`src/rtl/irq_rank_pkg.sv`:
```
package irq_rank_pkg;
  localparam int unsigned DEF_LINES = 8;
  localparam int unsigned DEF_CASC  = 2;

  typedef struct packed {
    logic smask;
    logic nested;
    logic primary;
  } rank_mode_t;
endpackage

```
`src/rtl/irq_rank_search.sv`:
```
module irq_rank_search #(
  parameter int unsigned NLINES = 8,
  localparam int unsigned LW = $clog2(NLINES),
  localparam int unsigned RW = LW + 1
) (
  input  logic [NLINES-1:0] vec_i,
  input  logic [LW-1:0]     rot_i,
  output logic [RW-1:0]     rank_o
);
  // Walk from the least urgent rank down so that the most urgent hit wins.
  always_comb begin
    int idx;
    rank_o = RW'(NLINES);
    for (int i = NLINES - 1; i >= 0; i--) begin
      idx = i + int'(rot_i);
      if (idx >= int'(NLINES)) idx = idx - int'(NLINES);
      if (vec_i[idx]) rank_o = RW'(i);
    end
  end
endmodule

```
`src/rtl/irq_insvc_filter.sv`:
```
module irq_insvc_filter
  import irq_rank_pkg::*;
#(
  parameter int unsigned NLINES = 8,
  parameter int unsigned CASC   = 2
) (
  input  logic [NLINES-1:0] insvc_i,
  input  logic [NLINES-1:0] mask_i,
  input  rank_mode_t        mode_i,
  output logic [NLINES-1:0] eff_o
);
  logic [NLINES-1:0] casc_hide;

  always_comb begin
    casc_hide = '0;
    if (mode_i.nested && mode_i.primary) casc_hide[CASC] = 1'b1;
  end

  always_comb begin
    eff_o = insvc_i & ~casc_hide;
    if (mode_i.smask) eff_o = eff_o & ~mask_i;
  end
endmodule

```
`src/rtl/irq_rank_resolver.sv`:
```
module irq_rank_resolver
  import irq_rank_pkg::*;
#(
  parameter int unsigned NLINES = DEF_LINES,
  parameter int unsigned CASC   = DEF_CASC,
  localparam int unsigned LW = $clog2(NLINES),
  localparam int unsigned RW = LW + 1
) (
  input  logic              clk,
  input  logic              rst_n,
  input  logic [NLINES-1:0] req_i,
  input  logic [NLINES-1:0] mask_i,
  input  logic [NLINES-1:0] insvc_i,
  input  logic [LW-1:0]     rot_i,
  input  logic              smask_i,
  input  logic              nested_i,
  input  logic              primary_i,
  output logic              irq_o,
  output logic [LW-1:0]     line_o
);
  logic [NLINES-1:0] cand;
  logic [NLINES-1:0] eff_is;
  logic [RW-1:0]     req_rank;
  logic [RW-1:0]     cur_rank;
  logic              win;
  logic [LW-1:0]     abs_line;
  rank_mode_t        mode;

  assign cand = req_i & ~mask_i;
  assign mode = '{smask: smask_i, nested: nested_i, primary: primary_i};

  irq_rank_search #(.NLINES(NLINES)) u_req_search (
    .vec_i (cand),
    .rot_i (rot_i),
    .rank_o(req_rank)
  );

  irq_insvc_filter #(.NLINES(NLINES), .CASC(CASC)) u_filter (
    .insvc_i(insvc_i),
    .mask_i (mask_i),
    .mode_i (mode),
    .eff_o  (eff_is)
  );

  irq_rank_search #(.NLINES(NLINES)) u_cur_search (
    .vec_i (eff_is),
    .rot_i (rot_i),
    .rank_o(cur_rank)
  );

  // An empty candidate set gives rank NLINES, which is never below cur_rank.
  assign win = (req_rank < cur_rank);

  always_comb begin
    int s;
    s = int'(req_rank[LW-1:0]) + int'(rot_i);
    if (s >= int'(NLINES)) s = s - int'(NLINES);
    abs_line = LW'(s);
  end

  always_ff @(posedge clk or negedge rst_n) begin
    if (!rst_n) begin
      irq_o  <= 1'b0;
      line_o <= '0;
    end else begin
      irq_o  <= win;
      line_o <= win ? abs_line : '0;
    end
  end


  cand_only_chk: assert property (@(posedge clk) disable iff (!rst_n)
    irq_o |-> (($past(cand) & (NLINES'(1) << line_o)) != '0));


  empty_quiet_chk: assert property (@(posedge clk) disable iff (!rst_n)
    ($past(cand) == '0) |-> !irq_o);


  top_busy_chk: assert property (@(posedge clk) disable iff (!rst_n)
    $past(eff_is[rot_i]) |-> !irq_o);


  idle_line_chk: assert property (@(posedge clk) disable iff (!rst_n)
    !irq_o |-> (line_o == '0));
endmodule

```
`config.mk`:
```
export PLATFORM = sky130hd
export DESIGN_NAME = irq_rank_resolver
export DESIGN_NICKNAME = d
export VERILOG_FILES = /design/src/rtl/irq_rank_pkg.sv /design/src/rtl/irq_rank_search.sv /design/src/rtl/irq_insvc_filter.sv /design/src/rtl/irq_rank_resolver.sv
export SDC_FILE = /design/constraint.sdc
export NUM_CORES = 1
export LEC_CHECK = 0
export ABC_AREA = 1
export BUFFER_PORTS_ARGS = -buffer_cell sky130_fd_sc_hd__buf_2
export CAP_MARGIN = 10
export CORE_MARGIN = 3
export CORE_UTILIZATION = 55
export DETAILED_ROUTE_END_ITERATION = 6
export PLACE_DENSITY_LB_ADDON = 0.3
export SLEW_MARGIN = 25
export SYNTH_ARGS = -nofsm -noshare
export SYNTH_HDL_FRONTEND = slang
export SYNTH_SLANG_ARGS = --single-unit
```
`constraint.sdc`:
```
create_clock -name clk -period 1 [get_ports clk]
set_input_delay 0.2 -clock clk [delete_from_list [all_inputs] [get_ports clk]]
set_output_delay 0.2 -clock clk [all_outputs]
set_load 0.01 [all_outputs]
```
==> results of run 1 <==
-- cell usage after synthesis (3+ instances only) --
master / number
nand2_1: 80
nand3_2: 9
dfrtp_1: 4
o21ai_1: 3
inv_1: 26
ha_1: 6
buf_6: 3
inv_2: 5
nand2_2: 4
nor2_1: 10
a31oi_1: 4
nand3_1: 48
a21oi_1: 5
-- stage by stage --
stage / TNS (ps) / area [sq um] / hold slack [ps]
after floorplan: -5110 / 1360 / -95.6
after global placement: -5190 / 1740 / 4.14
after detailed placement: -5930 / 1740 / 8.77
after CTS: -4580 / 1890 / 301
-- kinds of logic after synthesis --
kind of cell               count (synthesis)
AOI/OAI and AO/OA                         16
xor gates and xnor gates                   5
DFF                                        4
buffers and inverters                     39
adders and majority gates                  7
and+or+nand+nor                          158
-- what timing repair did --
action | CTS
setup buffers | 5
hold endpoints to repair | 4
setup endpoints to repair | 4
hold buffers | 1
pin swaps | 17
gates resized for setup | 21
==> metrics, run 1 <==
EDFF count, synth=0; Seq cells post-synth=4; Initial Utilization=0.618; Routability Congestion=0.915; xor/xnor share of the synthesized area=0.0597; error msg=[ERROR DPL-0038] Utilization greater than 100%, impossible to legalize; Yosys Warn Count=0; outcome=did not finish; GRT repair_timing worst endpoint=line_o[2]$_DFF_PN0_/D; Cells after DPL=317; Cell variety after synth=29; Simple-Gate Fraction of Synth Area=0.574; Rows=16; PortBufs=35; largest net degree at the start of global routing=11; Syn Area/Cell=5.68 sq um; Post-Place Worst Slack=-1560 ps; H-tree depth=1; Clock Tree Root=clkbuf_4; combinational family with the most area after synthesis=simple AND/OR/NAND/NOR gates; Post-synth ARST share=1.00; clk sink count=4; mapped cell area=1300 sq um; Worst EP Category=register input; post-detail-place hpwl=3.49 mm; mux share of post-synthesis cell area=0; Synth top area share=0.231; post-synthesis compound-gate area fraction=0.0693; Post-synth top flop=dfrtp_1; post-synthesis adder-cell area fraction=0.0731; synth top area cells=nand2_1, nand3_1, dfrtp_1; die width=54.6 microns; Yosys top cell by area=nand2_1; failing step=global routing (5_1_grt); CTS Buf Count=3; clock tree buffer depth=2; Post-Synthesis Cells=229; Post-Syn Nets=268; Seq/Total Area, Yosys=0.0770; die height=54.6 microns; I/O pins=36
==> run 2: changes to the inputs <==
--- a/config.mk
+++ b/config.mk
@@ -8,10 +8,10 @@
 export ABC_AREA = 1
 export BUFFER_PORTS_ARGS = -buffer_cell sky130_fd_sc_hd__buf_2
 export CAP_MARGIN = 10
-export CORE_MARGIN = 3
-export CORE_UTILIZATION = 55
+export CORE_AREA = 3 3 64 66
 export DETAILED_ROUTE_END_ITERATION = 6
-export PLACE_DENSITY_LB_ADDON = 0.3
+export DIE_AREA = 0 0 67 69
+export PLACE_DENSITY_LB_ADDON = 0.15
 export SLEW_MARGIN = 25
 export SYNTH_ARGS = -nofsm -noshare
 export SYNTH_HDL_FRONTEND = slang
==> metrics, run 2 <==
GR Overflow Total=0; combinational family with the most area after synthesis=simple AND/OR/NAND/NOR gates; leakage power=1.11 nW; CORE AREA=3630 sq um; die width=67 microns; slew margin rel.=0.800; post-route minimum period=2130 ps; largest net degree at the start of global routing=11; setup TNS=-4270 ps; Seq cells post-synth=4; PwrDens=972 nW/um^2; synthesis-to-finish area growth=52.2%; final worst setup slack=-1130 ps; mapped cell area=1300 sq um; Total Nets Final=340; Worst VDD drop=0.454 mV; first-pass GRT wire length=6.56 mm; commonest non-fill, non-tap cell in the layout=nand2_1; Seq. cell area=100 sq um; CP top delay family=simple AND/OR/NAND/NOR gates; Yosys Warn Count=0; crit share post-route=2.13; final antenna-violating net count=0; Hold Crit Class=in -> async; H-tree depth=1; MaxCap Viol Count=0; Internal=1.10 mW; xor/xnor share of the synthesized area=0.0597; Fillers=396; Arr. time, crit path=2230 ps; Post-synth top flop=dfrtp_1; Largest regs=line_o: 3 flops, irq_o: 1 flops; Simple-Gate Fraction of Synth Area=0.574; Syn Area/Cell=5.68 sq um; Synth top area share=0.231; Clock Tree Root=clkbuf_8; outcome=complete, but fails checks; most common cell in the synthesized netlist=nand2_1; Die Area=4620 sq um; placed cell areas=1770 sq um; final number of hold-violating endpoints=0; CTS Buf Count=3; PortBufs=35; crit-path cells=buf_12 > buf_4 > nand3_1 > nand3_1 > nand2_2 > nand2_1 > nand2_1 > nand2_1 > nand2_1 > nand2_1 > nand2_1 > nand2_1 > nand2_1 > nand2_1 > inv_1 > ha_1 > inv_1 > fa_2 > xor2_2 > xor2_1 > nor2_1; First-pass DRT Iterations=4; WP data required=1100 ps; Initial Utilization=0.358; Max Slew Vio Count=0; EDFF count, synth=0; n_diodes=0; Yosys top cell by area=nand2_1; I/O pins=36; DRT iter0 DRCs=58; gr usage total=0.175; slowest stage delay, CP=340 ps; synth cell count leaders=nand2_1, nand3_1, inv_1; Routability Congestion=0.839; DR vias=1628; mux share of post-synthesis cell area=0; synth top area cells=nand2_1, nand3_1, dfrtp_1; Clk pwr share=0.173; Via density=4.69; most frequent cells in the layout=nand2_1, buf_4, nand3_1; final routed DRC violation total=0; number of global-route vias before repair=1538; crit path max-delay cell type=fa_2; initial antenna violation count=0; multi-input logic area=1150 sq um; Rows=22; Reg with most FFs=line_o; final setup fails=4; unrepaired setup endpoints after global routing=yes; Post-Syn Nets=268; Post-synth ARST share=1.00; max reg flops=3; Top cell by count, worst path=nand2_1; Seq/Total Area, Yosys=0.0770; clk slew on worst S/H paths=30 ps; clk sink count=4; fmax=470 MHz; CP max FO=9; die height=69 microns; Cell variety after synth=29; Worst-Margin Slew=296 ps; fin util=0.544; P_sw=0.821 mW; clock tree buffer depth=2; wire per inst=11.0 microns; Comb pwr share=0.698; final wirelength=3.82 mm; sw frac=0.427; Crit Path Category=in -> reg; design area=1980 sq um; Critical Path Source Type=input pin; post-synthesis adder-cell area fraction=0.0731; post-detail-place hpwl=3.13 mm; crit end category=flip-flop; CTS tree=yes; Critical path buffers and inverters=4; Reg power frac=0.129; post-synthesis compound-gate area fraction=0.0693; share of cells above drive strength 1=0.421; failing checks=negative setup slack; Post-Synthesis Cells=229; Post-Place Worst Slack=-1430 ps
## run 2: stage by stage
step / std cells / hold slack (ps) / total power [mW]
after global placement: 339 / 7.16 / 1.46
after CTS: 346 / 317 / 1.90
after detailed placement: 339 / 9.46 / 1.47
after global routing: 347 / 334 / 2.14
after floorplan: 229 / -95.6 / 1.05
final: 347 / 317 / 1.92
## run 2: cells by family after synthesis
group	after synthesis
AOI/OAI and AO/OA	16
buffers and inverters	39
xor gates and xnor gates	5
and+or+nand+nor	158
adders and majority gates	7
DFF	4
## run 2: path summary, 6_finish.rpt
kind	startpoint	to	depth (start not counted)	slack, ps
max	rot_i[0]	line_o[2]$_DFF_PN0_	21	-1130
min	rst_n	line_o[0]$_DFF_PN0_	2	320
min in group clk	rot_i[0]	line_o[0]$_DFF_PN0_	6	540
max in group asynchronous	rst_n	line_o[2]$_DFF_PN0_	2	560
## run 2: what timing repair did
action / 4_1_cts / 5_1_grt
hold endpoints to repair: 4 / 0
pin swaps: 15 / 9
hold buffers: 1 / 0
setup endpoints to repair: 4 / 4
setup buffers: 4 / 2
resized for setup: 16 / 13
## run 2: power by group through the flow
stage,combinational (mW),clock [mW],sequential (mW)
final,1.34,0.332,0.248
after global routing,1.52,0.365,0.256
after CTS,1.31,0.341,0.249
after detailed placement,1.22,0,0.251
after global placement,1.22,0,0.248
after floorplan,0.759,0,0.296
## run 2: routing by layer
layer  vias to the layer above  GRT usage  wire length [microns]
li1                        879          -                      -
met1                       711      0.240                   1810
met2                        36      0.303                   1890
met3                         2    0.00977                    102
met4                         0     0.0203                     15
met5                         -          0                      0
## run 2: layout make-up
type                            count  share of cell area
Clock buffer                        3              0.0209
Inverter                           32              0.0683
Multi-Input combinational cell    186               0.579
Sequential cell                     4              0.0506
Tap cell                           48              0.0304
Timing Repair Buffer               74               0.250
(Power assumes the default switching activity.)
==> run 3: changes to the inputs <==
--- a/config.mk
+++ b/config.mk
@@ -11,8 +11,9 @@
 export CORE_AREA = 3 3 64 66
 export DETAILED_ROUTE_END_ITERATION = 6
 export DIE_AREA = 0 0 67 69
+export GPL_TIMING_DRIVEN = 0
 export PLACE_DENSITY_LB_ADDON = 0.15
-export SLEW_MARGIN = 25
+export SLEW_MARGIN = 20
 export SYNTH_ARGS = -nofsm -noshare
 export SYNTH_HDL_FRONTEND = slang
 export SYNTH_SLANG_ARGS = --single-unit
==> metrics, run 3 (synthesis results as in run 2) <==
clk sink count=4; MaxCap Viol Count=0; Clock Tree Root=clkbuf_8; leakage power=1.00 nW; Reg with most FFs=line_o; DR vias=1555; unrepaired setup endpoints after global routing=yes; synthesis-to-finish area growth=39.7%; Max Slew Vio Count=0; clk slew on worst S/H paths=30 ps; Cells after DPL=310; met3 Usage GRT=0.0195; Worst VDD drop=0.490 mV; Tot Pwr=1.82 mW; n_diodes=0; Rows=22; max reg flops=3; WP data required=1100 ps; most frequent cells in the layout=nand2_1, nand3_1, buf_2; Largest regs=line_o: 3 flops, irq_o: 1 flops; Initial Utilization=0.358; crit share post-route=2.37; clock tree buffer depth=2; slowest stage delay, CP=340 ps; wire per inst=11.3 microns; Critical Path Source Type=input pin; final hold slack=322 ps; commonest non-fill, non-tap cell in the layout=nand2_1; initial antenna violation count=0; Top cell by count, worst path=nand2_1; slew margin rel.=0.778; largest net degree at the start of global routing=12; Crit Path Category=in -> reg; I/O pins=36; final antenna-violating net count=0; grt met2 use=0.286; die height=69 microns; share of cells above drive strength 1=0.357; die width=67 microns; crit-path cells=buf_8 > buf_12 > inv_8 > buf_12 > ha_4 > inv_6 > nand3_2 > nand3_2 > nand2_2 > nand2_1 > nand2_1 > nand2_1 > nand2_1 > nand2_1 > nand2_1 > nand2_2 > inv_2 > ha_4 > inv_2 > fa_2 > xor2_1 > xor2_1 > nor2_1; DRT iter0 DRCs=64; design area=1820 sq um; final number of hold-violating endpoints=0; PwrDens=1000 nW/um^2; post-route minimum period=2370 ps; most used routing layer=met2; final routed DRC violation total=0; crit end category=flip-flop; Die Area=4620 sq um; First-pass DRT Iterations=5; gr usage total=0.165; failing checks=negative setup slack; post-detail-place hpwl=2.86 mm; Post-Place Worst Slack=-1790 ps; PortBufs=33; CTS tree=yes; final worst setup slack=-1370 ps; final non-filler cell total=325; GR Overflow Total=0; placed cell areas=1590 sq um; met1 GRT Util=0.219; Worst setup startpoint=rot_i[0]; final setup fails=4; Routability Congestion=0.858; fmax=421 MHz; outcome=complete, but fails checks; CP max FO=6; first-pass GRT wire length=6.09 mm; H-tree depth=1; number of global-route vias before repair=1443; CTS Buf Count=3; Via density=4.78; CORE AREA=3630 sq um; Hold Crit Class=in -> async; Setup crit end=line_o[2]$_DFF_PN0_; Total Nets Final=318; final wirelength=3.66 mm; crit path max-delay cell type=fa_2; Worst-Margin Slew=331 ps; Arr. time, crit path=2470 ps
run 3: cell count changes in the layout (fill, tap and decap cells not counted), sizes merged:
| cell | change |
|---|---|
| buf | -22 |
run 3: through the flow:
step                      utilization  setup TNS [ps]
after global routing            0.500           -6050
after global placement          0.437           -6700
final                           0.500           -5330
after floorplan                     -           -5110
after detailed placement        0.437           -6670
after CTS                       0.486           -5240
run 3: timing repair:
item | 4_1_cts | 5_1_grt
endpoints found under the setup margin | 4 | 4
endpoints found under the hold margin | 4 | 0
buffers inserted | 10 | 2
resized for setup | 19 | 9
gates cloned | 0 | 0
hold buffers | 1 | 0
pin swaps | 10 | 10
run 3: how the worst min path moves through the flow:
| stage | from | endpoint | slack, ps | cells past startpoint |
|---|---|---|---|---|
| 2_1_floorplan | rst_n | irq_o$_DFF_PN0_ | -100 | 0 |
| 3_3_place_gp | rst_n | line_o[0]$_DFF_PN0_ | 7 | 1 |
| 3_5_place_dp | rst_n | line_o[0]$_DFF_PN0_ | 8 | 1 |
| 4_1_cts | rst_n | line_o[0]$_DFF_PN0_ | 310 | 2 |
| 5_1_grt | rst_n | line_o[0]$_DFF_PN0_ | 330 | 2 |
| 6_report | rst_n | line_o[0]$_DFF_PN0_ | 320 | 2 |
run 3: cell type report:
type                       instances  area, sq um
buffer                             6         82.6
clock buffer                       3         41.3
fill                             393         1820
inverter                          32          140
multi-input combinational        186         1120
sequential                         4          100
tap                               48         60.1
timing repair buffer              46          275
run 3: power by group:
| part | internal [mW] | switching (mW) | total, mW |
|---|---|---|---|
| Sequential | 0.234 | 0.0131 | 0.247 |
| Clock | 0.256 | 0.0786 | 0.335 |
| Combinational | 0.525 | 0.710 | 1.23 |
| Total | 1.01 | 0.802 | 1.82 |
run 3: critical path: cells and delay by family:
| kind | cells | cell delay, ps |
|---|---|---|
| adder cells (fa/ha/maj) | 3 | 770 |
| AND/OR/NAND/NOR | 11 | 650 |
| buffers and inverters | 7 | 480 |
| XOR/XNOR | 2 | 350 |
run 3: routing by layer:
layer | vias up | part of all wire
met2 | 40 | 0.49
met5 | - | 0
met3 | 0 | 0.042
met4 | 0 | 0
li1 | 841 | -
met1 | 674 | 0.47
